$ cat src/rtl/trap_seq_pkg.sv
package trap_seq_pkg;
    localparam int WORD_W   = 16;
    localparam int LVL_W    = 3;
    localparam int VEC_W    = 8;
    localparam int PRIV_BIT = 15;
    localparam int LVL_LO   = 8;
    localparam int LVL_HI   = LVL_LO + LVL_W - 1;
    localparam int CC_W     = 3;

    typedef logic [WORD_W-1:0] word_t;

    typedef enum logic [2:0] {
        ST_IDLE,
        ST_PUSH_SR,
        ST_PUSH_PC,
        ST_VEC_RD,
        ST_VEC_LD,
        ST_POP_PC,
        ST_POP_SR,
        ST_RET_FIN
    } seq_state_e;

    typedef struct packed {
        seq_state_e        state;
        word_t             psr;
        word_t             pc;
        word_t             sp;
        word_t             usp;
        word_t             ssp;
        logic [LVL_W-1:0]  lvl;
        logic [VEC_W-1:0]  vec;
        logic              done;
        logic              exc;
    } seq_regs_t;
endpackage

$ cat src/rtl/trap_accept.sv
module trap_accept #(
    parameter int LVL_W = 3
) (
    input  logic             boundary,
    input  logic             idle,
    input  logic             req_valid,
    input  logic [LVL_W-1:0] req_level,
    input  logic             ret_req,
    input  logic [LVL_W-1:0] cur_level,
    input  logic             user_mode,
    output logic             take_irq,
    output logic             take_exc,
    output logic             take_ret
);
    logic open_slot;
    logic outranks;

    always_comb begin
        open_slot = boundary && idle;
        outranks  = req_valid && (req_level > cur_level);
        take_irq  = open_slot && outranks;
        take_exc  = open_slot && !outranks && ret_req && user_mode;
        take_ret  = open_slot && !outranks && ret_req && !user_mode;
    end
endmodule

$ cat src/rtl/trap_vec_addr.sv
module trap_vec_addr #(
    parameter int WORD_W = 16,
    parameter int VEC_W  = 8,
    parameter logic [WORD_W-1:0] TABLE_BASE = 16'h0100
) (
    input  logic [VEC_W-1:0]  vec,
    output logic [WORD_W-1:0] addr
);
    localparam int PAD_W = WORD_W - VEC_W;

    always_comb begin
        addr = TABLE_BASE + {{PAD_W{1'b0}}, vec};
    end
endmodule

$ cat src/rtl/trap_sequencer.sv
module trap_sequencer
    import trap_seq_pkg::*;
#(
    parameter word_t             RESET_PSR  = 16'h8005,
    parameter word_t             RESET_PC   = 16'h3000,
    parameter word_t             RESET_SSP  = 16'h0300,
    parameter word_t             RESET_USP  = 16'h0F00,
    parameter word_t             TABLE_BASE = 16'h0100,
    parameter logic [VEC_W-1:0]  EXC_VEC    = 8'h00
) (
    input  logic              clk,
    input  logic              rst_n,
    input  logic              boundary_i,
    input  logic              irq_valid_i,
    input  logic [LVL_W-1:0]  irq_level_i,
    input  logic [VEC_W-1:0]  irq_vector_i,
    input  logic              rti_req_i,
    input  logic              pc_wr_i,
    input  logic [WORD_W-1:0] pc_wdata_i,
    input  logic [WORD_W-1:0] mem_rdata_i,
    output logic [WORD_W-1:0] mem_addr_o,
    output logic [WORD_W-1:0] mem_wdata_o,
    output logic              mem_we_o,
    output logic              mem_re_o,
    output logic              busy_o,
    output logic              done_o,
    output logic              exc_o,
    output logic [WORD_W-1:0] pc_o,
    output logic [WORD_W-1:0] psr_o,
    output logic [WORD_W-1:0] sp_o,
    output logic [WORD_W-1:0] usp_o,
    output logic [WORD_W-1:0] ssp_o
);
    seq_regs_t r_q, r_d;

    logic  take_irq, take_exc, take_ret;
    word_t vec_addr;
    logic  idle;

    assign idle = (r_q.state == ST_IDLE);

    trap_accept #(.LVL_W(LVL_W)) u_accept (
        .boundary  (boundary_i),
        .idle      (idle),
        .req_valid (irq_valid_i),
        .req_level (irq_level_i),
        .ret_req   (rti_req_i),
        .cur_level (r_q.psr[LVL_HI:LVL_LO]),
        .user_mode (r_q.psr[PRIV_BIT]),
        .take_irq  (take_irq),
        .take_exc  (take_exc),
        .take_ret  (take_ret)
    );

    trap_vec_addr #(
        .WORD_W     (WORD_W),
        .VEC_W      (VEC_W),
        .TABLE_BASE (TABLE_BASE)
    ) u_vec (
        .vec  (r_q.vec),
        .addr (vec_addr)
    );

    always_comb begin
        r_d         = r_q;
        r_d.done    = 1'b0;
        r_d.exc     = 1'b0;
        mem_addr_o  = '0;
        mem_wdata_o = '0;
        mem_we_o    = 1'b0;
        mem_re_o    = 1'b0;

        case (r_q.state)
            ST_IDLE: begin
                if (pc_wr_i) begin
                    r_d.pc = pc_wdata_i;
                end
                if (take_irq || take_exc) begin
                    r_d.lvl   = take_irq ? irq_level_i : r_q.psr[LVL_HI:LVL_LO];
                    r_d.vec   = take_irq ? irq_vector_i : EXC_VEC;
                    r_d.exc   = take_exc;
                    r_d.state = ST_PUSH_SR;
                    if (r_q.psr[PRIV_BIT]) begin
                        r_d.usp = r_q.sp;
                        r_d.sp  = r_q.ssp;
                    end
                end else if (take_ret) begin
                    r_d.state = ST_POP_PC;
                end
            end
            ST_PUSH_SR: begin
                mem_addr_o  = r_q.sp - 1'b1;
                mem_wdata_o = r_q.psr;
                mem_we_o    = 1'b1;
                r_d.sp      = r_q.sp - 1'b1;
                r_d.state   = ST_PUSH_PC;
            end
            ST_PUSH_PC: begin
                mem_addr_o  = r_q.sp - 1'b1;
                mem_wdata_o = r_q.pc;
                mem_we_o    = 1'b1;
                r_d.sp      = r_q.sp - 1'b1;
                r_d.psr[PRIV_BIT]      = 1'b0;
                r_d.psr[LVL_HI:LVL_LO] = r_q.lvl;
                r_d.psr[CC_W-1:0]      = '0;
                r_d.state   = ST_VEC_RD;
            end
            ST_VEC_RD: begin
                mem_addr_o = vec_addr;
                mem_re_o   = 1'b1;
                r_d.state  = ST_VEC_LD;
            end
            ST_VEC_LD: begin
                r_d.pc    = mem_rdata_i;
                r_d.done  = 1'b1;
                r_d.state = ST_IDLE;
            end
            ST_POP_PC: begin
                mem_addr_o = r_q.sp;
                mem_re_o   = 1'b1;
                r_d.sp     = r_q.sp + 1'b1;
                r_d.state  = ST_POP_SR;
            end
            ST_POP_SR: begin
                r_d.pc     = mem_rdata_i;
                mem_addr_o = r_q.sp;
                mem_re_o   = 1'b1;
                r_d.sp     = r_q.sp + 1'b1;
                r_d.state  = ST_RET_FIN;
            end
            ST_RET_FIN: begin
                r_d.psr = mem_rdata_i;
                if (mem_rdata_i[PRIV_BIT]) begin
                    r_d.ssp = r_q.sp;
                    r_d.sp  = r_q.usp;
                end
                r_d.done  = 1'b1;
                r_d.state = ST_IDLE;
            end
            default: begin
                r_d.state = ST_IDLE;
            end
        endcase
    end

    always_ff @(posedge clk) begin
        if (!rst_n) begin
            r_q.state <= ST_IDLE;
            r_q.psr   <= RESET_PSR;
            r_q.pc    <= RESET_PC;
            r_q.sp    <= RESET_USP;
            r_q.usp   <= RESET_USP;
            r_q.ssp   <= RESET_SSP;
            r_q.lvl   <= '0;
            r_q.vec   <= '0;
            r_q.done  <= 1'b0;
            r_q.exc   <= 1'b0;
        end else begin
            r_q <= r_d;
        end
    end

    assign busy_o = !idle;
    assign done_o = r_q.done;
    assign exc_o  = r_q.exc;
    assign pc_o   = r_q.pc;
    assign psr_o  = r_q.psr;
    assign sp_o   = r_q.sp;
    assign usp_o  = r_q.usp;
    assign ssp_o  = r_q.ssp;
endmodule

$ cat config.mk
export PLATFORM = sky130hd
export DESIGN_NAME = trap_sequencer
export DESIGN_NICKNAME = d
export VERILOG_FILES = /design/src/rtl/trap_seq_pkg.sv /design/src/rtl/trap_accept.sv /design/src/rtl/trap_vec_addr.sv /design/src/rtl/trap_sequencer.sv
export SDC_FILE = /design/constraint.sdc
export NUM_CORES = 1
export LEC_CHECK = 0
export ABC_CLOCK_PERIOD_IN_PS = 3400
export BUFFER_PORTS_ARGS = -buffer_cell sky130_fd_sc_hd__buf_4
export CORE_ASPECT_RATIO = 0.6
export CORE_MARGIN = 5
export CORE_UTILIZATION = 30
export DETAILED_ROUTE_END_ITERATION = 16
export HOLD_SLACK_MARGIN = 0.06
export PLACE_DENSITY_LB_ADDON = 0.12
export REMOVE_ABC_BUFFERS = 1
export SLEW_MARGIN = 30
export SYNTH_ARGS = -nofsm -noshare
export SYNTH_HDL_FRONTEND = slang
export SYNTH_HIERARCHICAL = 1
export SYNTH_SLANG_ARGS = --single-unit
$ cat constraint.sdc
create_clock -name clk -period 3.4 [get_ports clk]
set_clock_uncertainty 0.1 [all_clocks]
set_input_delay 0 -clock clk [delete_from_list [all_inputs] [get_ports clk]]
set_output_delay 0 -clock clk [all_outputs]
set_load 0.02 [all_outputs]
After elaboration in Yosys (flattened, before gate mapping)
Cells that the tools add are included.

cells by class
  multiplexer cells = 19
  add/sub/neg operators = 3
  order comparisons = 1
  reductions and logical operators = 26
  equal/unequal tests = 12

operator list
  cell                                                                    count
  32-bit 2-to-1 mux                                                       2
  16-bit case mux with 2 select lines                                     2
  16-bit case mux with 4 select lines                                     1
  16-bit case mux with 3 select lines                                     1
  16-bit 2-to-1 mux                                                       2
  3-bit case mux with 7 select lines                                      1
  16-bit by 1-bit adder with 16-bit output (second input constant)        1
  16-bit by 1-bit subtractor with 16-bit output (second input constant)   1
  3-bit equality test (second input constant)                             4
  3-bit case mux with 2 select lines                                      2
  9-bit by 8-bit adder with 10-bit output (first input constant)          1
  3-bit 2-to-1 mux                                                        3
  8-bit 2-to-1 mux                                                        1
  2-bit OR reduction                                                      4
  1-bit logical AND                                                       7
  3-bit by 2-bit equality test with 1-bit output (second input constant)  2
  2-bit != test (second input constant)                                   3
  2-bit AND reduction                                                     3
  3-bit AND reduction                                                     2
  4-bit AND reduction                                                     1
  2-bit nonzero test                                                      2
  4-bit nonzero test                                                      1
  3-bit by 1-bit equality test with 1-bit output (second input constant)  1
  3-bit greater-than comparator                                           1
  8 further kinds                                                         12

storage, ports and cells
  logic and storage cells = 72
  input bits = 49
  output and inout port bits = 117
  bits in registers = 96

Logic depth before layout (Yosys ltp)
  depth in word-level cells = 9
  depth in mapped cells = 13
  gate-level depth less buffers = 10

By module
Netlist, hierarchy kept.

by module, submodules not included
  module          cells each  area an instance (um2)  times used  seq. area each (um2)
  trap_sequencer  725         5646.7                  1           1921.8
  trap_vec_addr   18          127.6                   1           0.0
  trap_accept     17          117.6                   1           0.0

Worst setup path before layout
OpenSTA, ideal clock, no wires.

  path kind = reg2reg
  start = register r_q[94] (netlist bit)
  end = register r_q, in the netlist sp_o[11]
  clock period less this slack = 3109 ps
  setup slack = 291 ps
  cell stages (with the launch flop) = 14
  data required time = 3178 ps
  arrival = 2887 ps
  cell sequence = dfxtp_1 -> buf_1 -> or3_1 -> inv_1 -> and2_1 -> nand3_1 -> a31oi_1 -> o21ai_0 -> nor3_1 -> or2_2 -> buf_2 -> clkbuf_1 -> o2111ai_1 -> o32a_1

on the way
  cells in the longest elaborated chain, start to end = 8
  elaborated cells between the ends (all ways) = 20

ends and longest elaborated chain
  what                                                line                   RTL
  start: declaration                                  trap_sequencer.sv:34   seq_regs_t r_q, r_d;
  start signal: assignment                            trap_sequencer.sv:159  r_q <= r_d;
  3-bit zero test                                     trap_sequencer.sv:40   assign idle = (r_q.state == ST_IDLE);
  net idle                                            trap_sequencer.sv:38   logic idle;
  1-bit logical AND                                   trap_accept.sv:19      open_slot = boundary && idle;
  1-bit logical AND (3 in a row)                      trap_accept.sv:22      take_exc = open_slot && !outranks && ret_req && user_mode;
  net take_exc                                        trap_sequencer.sv:36   logic take_irq, take_exc, take_ret;
  1-bit logical OR                                    trap_sequencer.sv:78   if (take_irq || take_exc) begin
  2-bit by 1-bit != test with 1-bit output (no line)  -
  4-bit AND reduction (no line)                       -

The timed path passes the listed nets, and every way through them passes these cells.
A chain may end at the register's enable or synchronous reset.

Worst setup path in the final report
  start = register r_q[93] (netlist bit)
  end = register r_q, in the netlist sp_o[13]

The elaborated chain is that of the path after synthesis.

==> qor.txt <==
Primary FF master, synth - dfxtp_1
CTS Buffer Depth - 2
Setup-failing EPs final - 0
Ports - 166
Clock sink total - 96
Synthesized area per cell - 7.75 µm²
FP Rows - 39
Final HPWL DP - 15700 µm
Die area - 0.0226 mm²
Count leader, synth - nand2_1
Critical path buffers and inverters - 2
Endpoints failing hold - 0
Yosys warning count - 6
Power density over the cells - 875 mW/mm²
Worst-path cell chain - or3_1 -> inv_1 -> and2_1 -> nand3_1 -> a31oi_1 -> o21ai_0 -> nor3_2 -> nor2_1 -> buf_4 -> a221o_1 -> o311a_1
Setup TNS - 0 ns
Crit path kind - flip-flop to flip-flop
CP peak stage delay - 0.43 ns
Hold_sp - boundary_i
Hold Crit Class - input port to flip-flop
Area Overhead vs Synth - 27.1%
Seq/Total Area, Yosys - 32.6%
Die span in y - 119 µm
Worst EP arrival - 3.23 ns
GPL Wtd Cong - 0.859
Routed Antenna Nets - 0
Worst EP required - 3.53 ns
RSZ-0062 raised after global routing - false
Status - completed
Final period util - 91.1%
# H-tree levels - 3
Seq cells post-synth - 96
Number of fill cells - 1960
First-pass GRT wire length - 33300 µm
Via/cell ratio - 5.10
Routed WL - 21600 µm
Post-synth top area cell - dfxtp_1
Largest net degree at the start of global routing - 41
Setup crit start - r_q[93]$_SDFFE_PN0P_
Crit start category - flip-flop
CTS tree - yes
Ys async rst share - 0%
Mapped Area - 0.00589 mm²
CTS Buf Count - 9
CORE AREA - 0.0192 mm²
Vias in the first global route - 5498
Initial detailed-routing violation count - 541
Total gr overflow - 0
Post-synthesis cell type count - 59
CP Max Fanout - 15
Crit end category - flip-flop
Share of post-route cells with drive strength above 1 - 25.3%
Number of synthesized flops with an enable pin - 0
DRC Markers - 0
FF-to-FF Start - r_q[93]$_SDFFE_PN0P_
Wire per inst - 19.2 µm
Synth top cells by count - nand2_1, buf_4, dfxtp_1
Util after Layout - 39.0%
Fmax - 0.323 GHz
DR vias - 5750
Non-filler cells, final - 1127
Antenna cell count - 0
Clk_lat worst skew - 0.35 ns
Initial core utilization - 30.7%
Clk root buf - clkbuf_16
Max cap viols - 0
Count of input and output buffers - 165
Post-synth top area share - 32.6%
Worst slew margin - 43.6%
Tmin final - 3.10 ns
1st-pass router iterations - 5
Syn Inst Count - 760
Initial antenna violation count - 0
Worst-path clk slew - 0.07 ns
Critical path's slowest cell - or3_1
Fin nets - 911
Final Max Slew Viols - 0
DIE WIDTH - 191 µm
Crit path max-delay family - compound AO/OA/AOI/OAI gates
Worst-Margin Slew - 0.844 ns
Placed Cells incl. Taps - 1062
Dominant cells by area after synthesis - dfxtp_1, buf_4, nand2_1
GRT Total Usage - 18.6%
Leakage - 3.13 nW
Maximum VDD drop - 0.000272 V
worst paths after layout:
check | cells after the start | slack [ns] | endpoint
worst min register to register | 2 | 0.37 | usp_o[14]$_SDFFE_PN0P_
worst max-delay path | 11 | 0.30 | sp_o[13]$_SDFFE_PN0P_
worst min-delay path | 5 | 0.20 | exc_o$_SDFF_PN0_
worst max register to register | 11 | 0.30 | sp_o[13]$_SDFFE_PN0P_
tightest hold or removal path, stage by stage:
cell,delay (ns)
buf_4,0.11
and2_1,0.17
nand3_1,0.09
a31oi_1,0.08
and3_1,0.16
area by class of cell:
class	count	area, µm²	share of cell area (%)
Inverter	19	71.3	0.953
Clock buffer	11	243	3.24
Timing Repair Buffer	237	1900	25.4
Multi-Input combinational cell	494	2960	39.5
Tap cell	266	333	4.45
Clock inverter	4	53.8	0.719
Sequential cell	96	1920	25.7
cells in the final DEF (no fill, tap or decap), drive strengths merged, types with 8 or more instances in the layout:
cell type    netlist  layout
a221o             10      10
a211oi            23      23
nand3             12      12
dlygate4sd3        0      50
nand4              8       8
mux2i             22      22
a21oi             50      50
buf              112     187
xnor2             18      18
nor2              51      51
inv               17      19
a22o              25      25
o21ai             26      26
dfxtp             96      96
clkbuf            44      11
conb               2       8
nor3              13      13
nand2            125     125
through the flow:
| stage | worst slack [ns] | power (W) | instance area (µm²) | hold WS [ns] |
|---|---|---|---|---|
| floorplan | 0.218 | 0.00381 | 4940 | -0.0381 |
| global placement | 0.421 | 0.00537 | 6680 | 0.119 |
| detailed placement | 0.260 | 0.00542 | 6680 | 0.119 |
| CTS | 0.259 | 0.00655 | 7480 | 0.178 |
| global route | 0.0363 | 0.00695 | 7490 | 0.246 |
| finish | 0.301 | 0.00655 | 7490 | 0.200 |
cell families (layout without fill, tap and decap cells):
logic type      Yosys count  in the layout  synth area share [%]
simple gates            252            252                  19.4
compound gates          181            181                  21.4
buf+inv                 176            271                  17.8
flops                    96             96                  32.6
xor+xnor                 24             24                  3.57
mux                      24             24                  4.12
fa+ha+maj                 5              5                  1.06
other cells               2              8                 0.127
timing repair:
item	in CTS	in global routing
endpoints found under the hold margin	61	0
gates resized for setup	0	1
endpoints found under the setup margin	0	2
buffers inserted	0	0
hold buffers	50	0
power breakdown:
group	internal (W)	switching (W)
sequential	0.00137	0.000370
combinational	0.00147	0.00228
clock	0.000591	0.000476
registers in the layout, summed over array words and instances (netlist names):
name,flops
r_q,14
done_o,1
sp_o,16
usp_o,16
ssp_o,16
psr_o,16
pc_o,16
exc_o,1
routing by layer:
layer | GRT usage [%] | vias up | routed length (µm)
met5 | 0 | - | 0
met4 | 3.32 | 0 | 226
met3 | 4.57 | 16 | 1510
met2 | 26.2 | 223 | 8810
met1 | 28.9 | 2765 | 11100
li1 | - | 2746 | -
No activity file was read; power rests on OpenSTA's default activity.
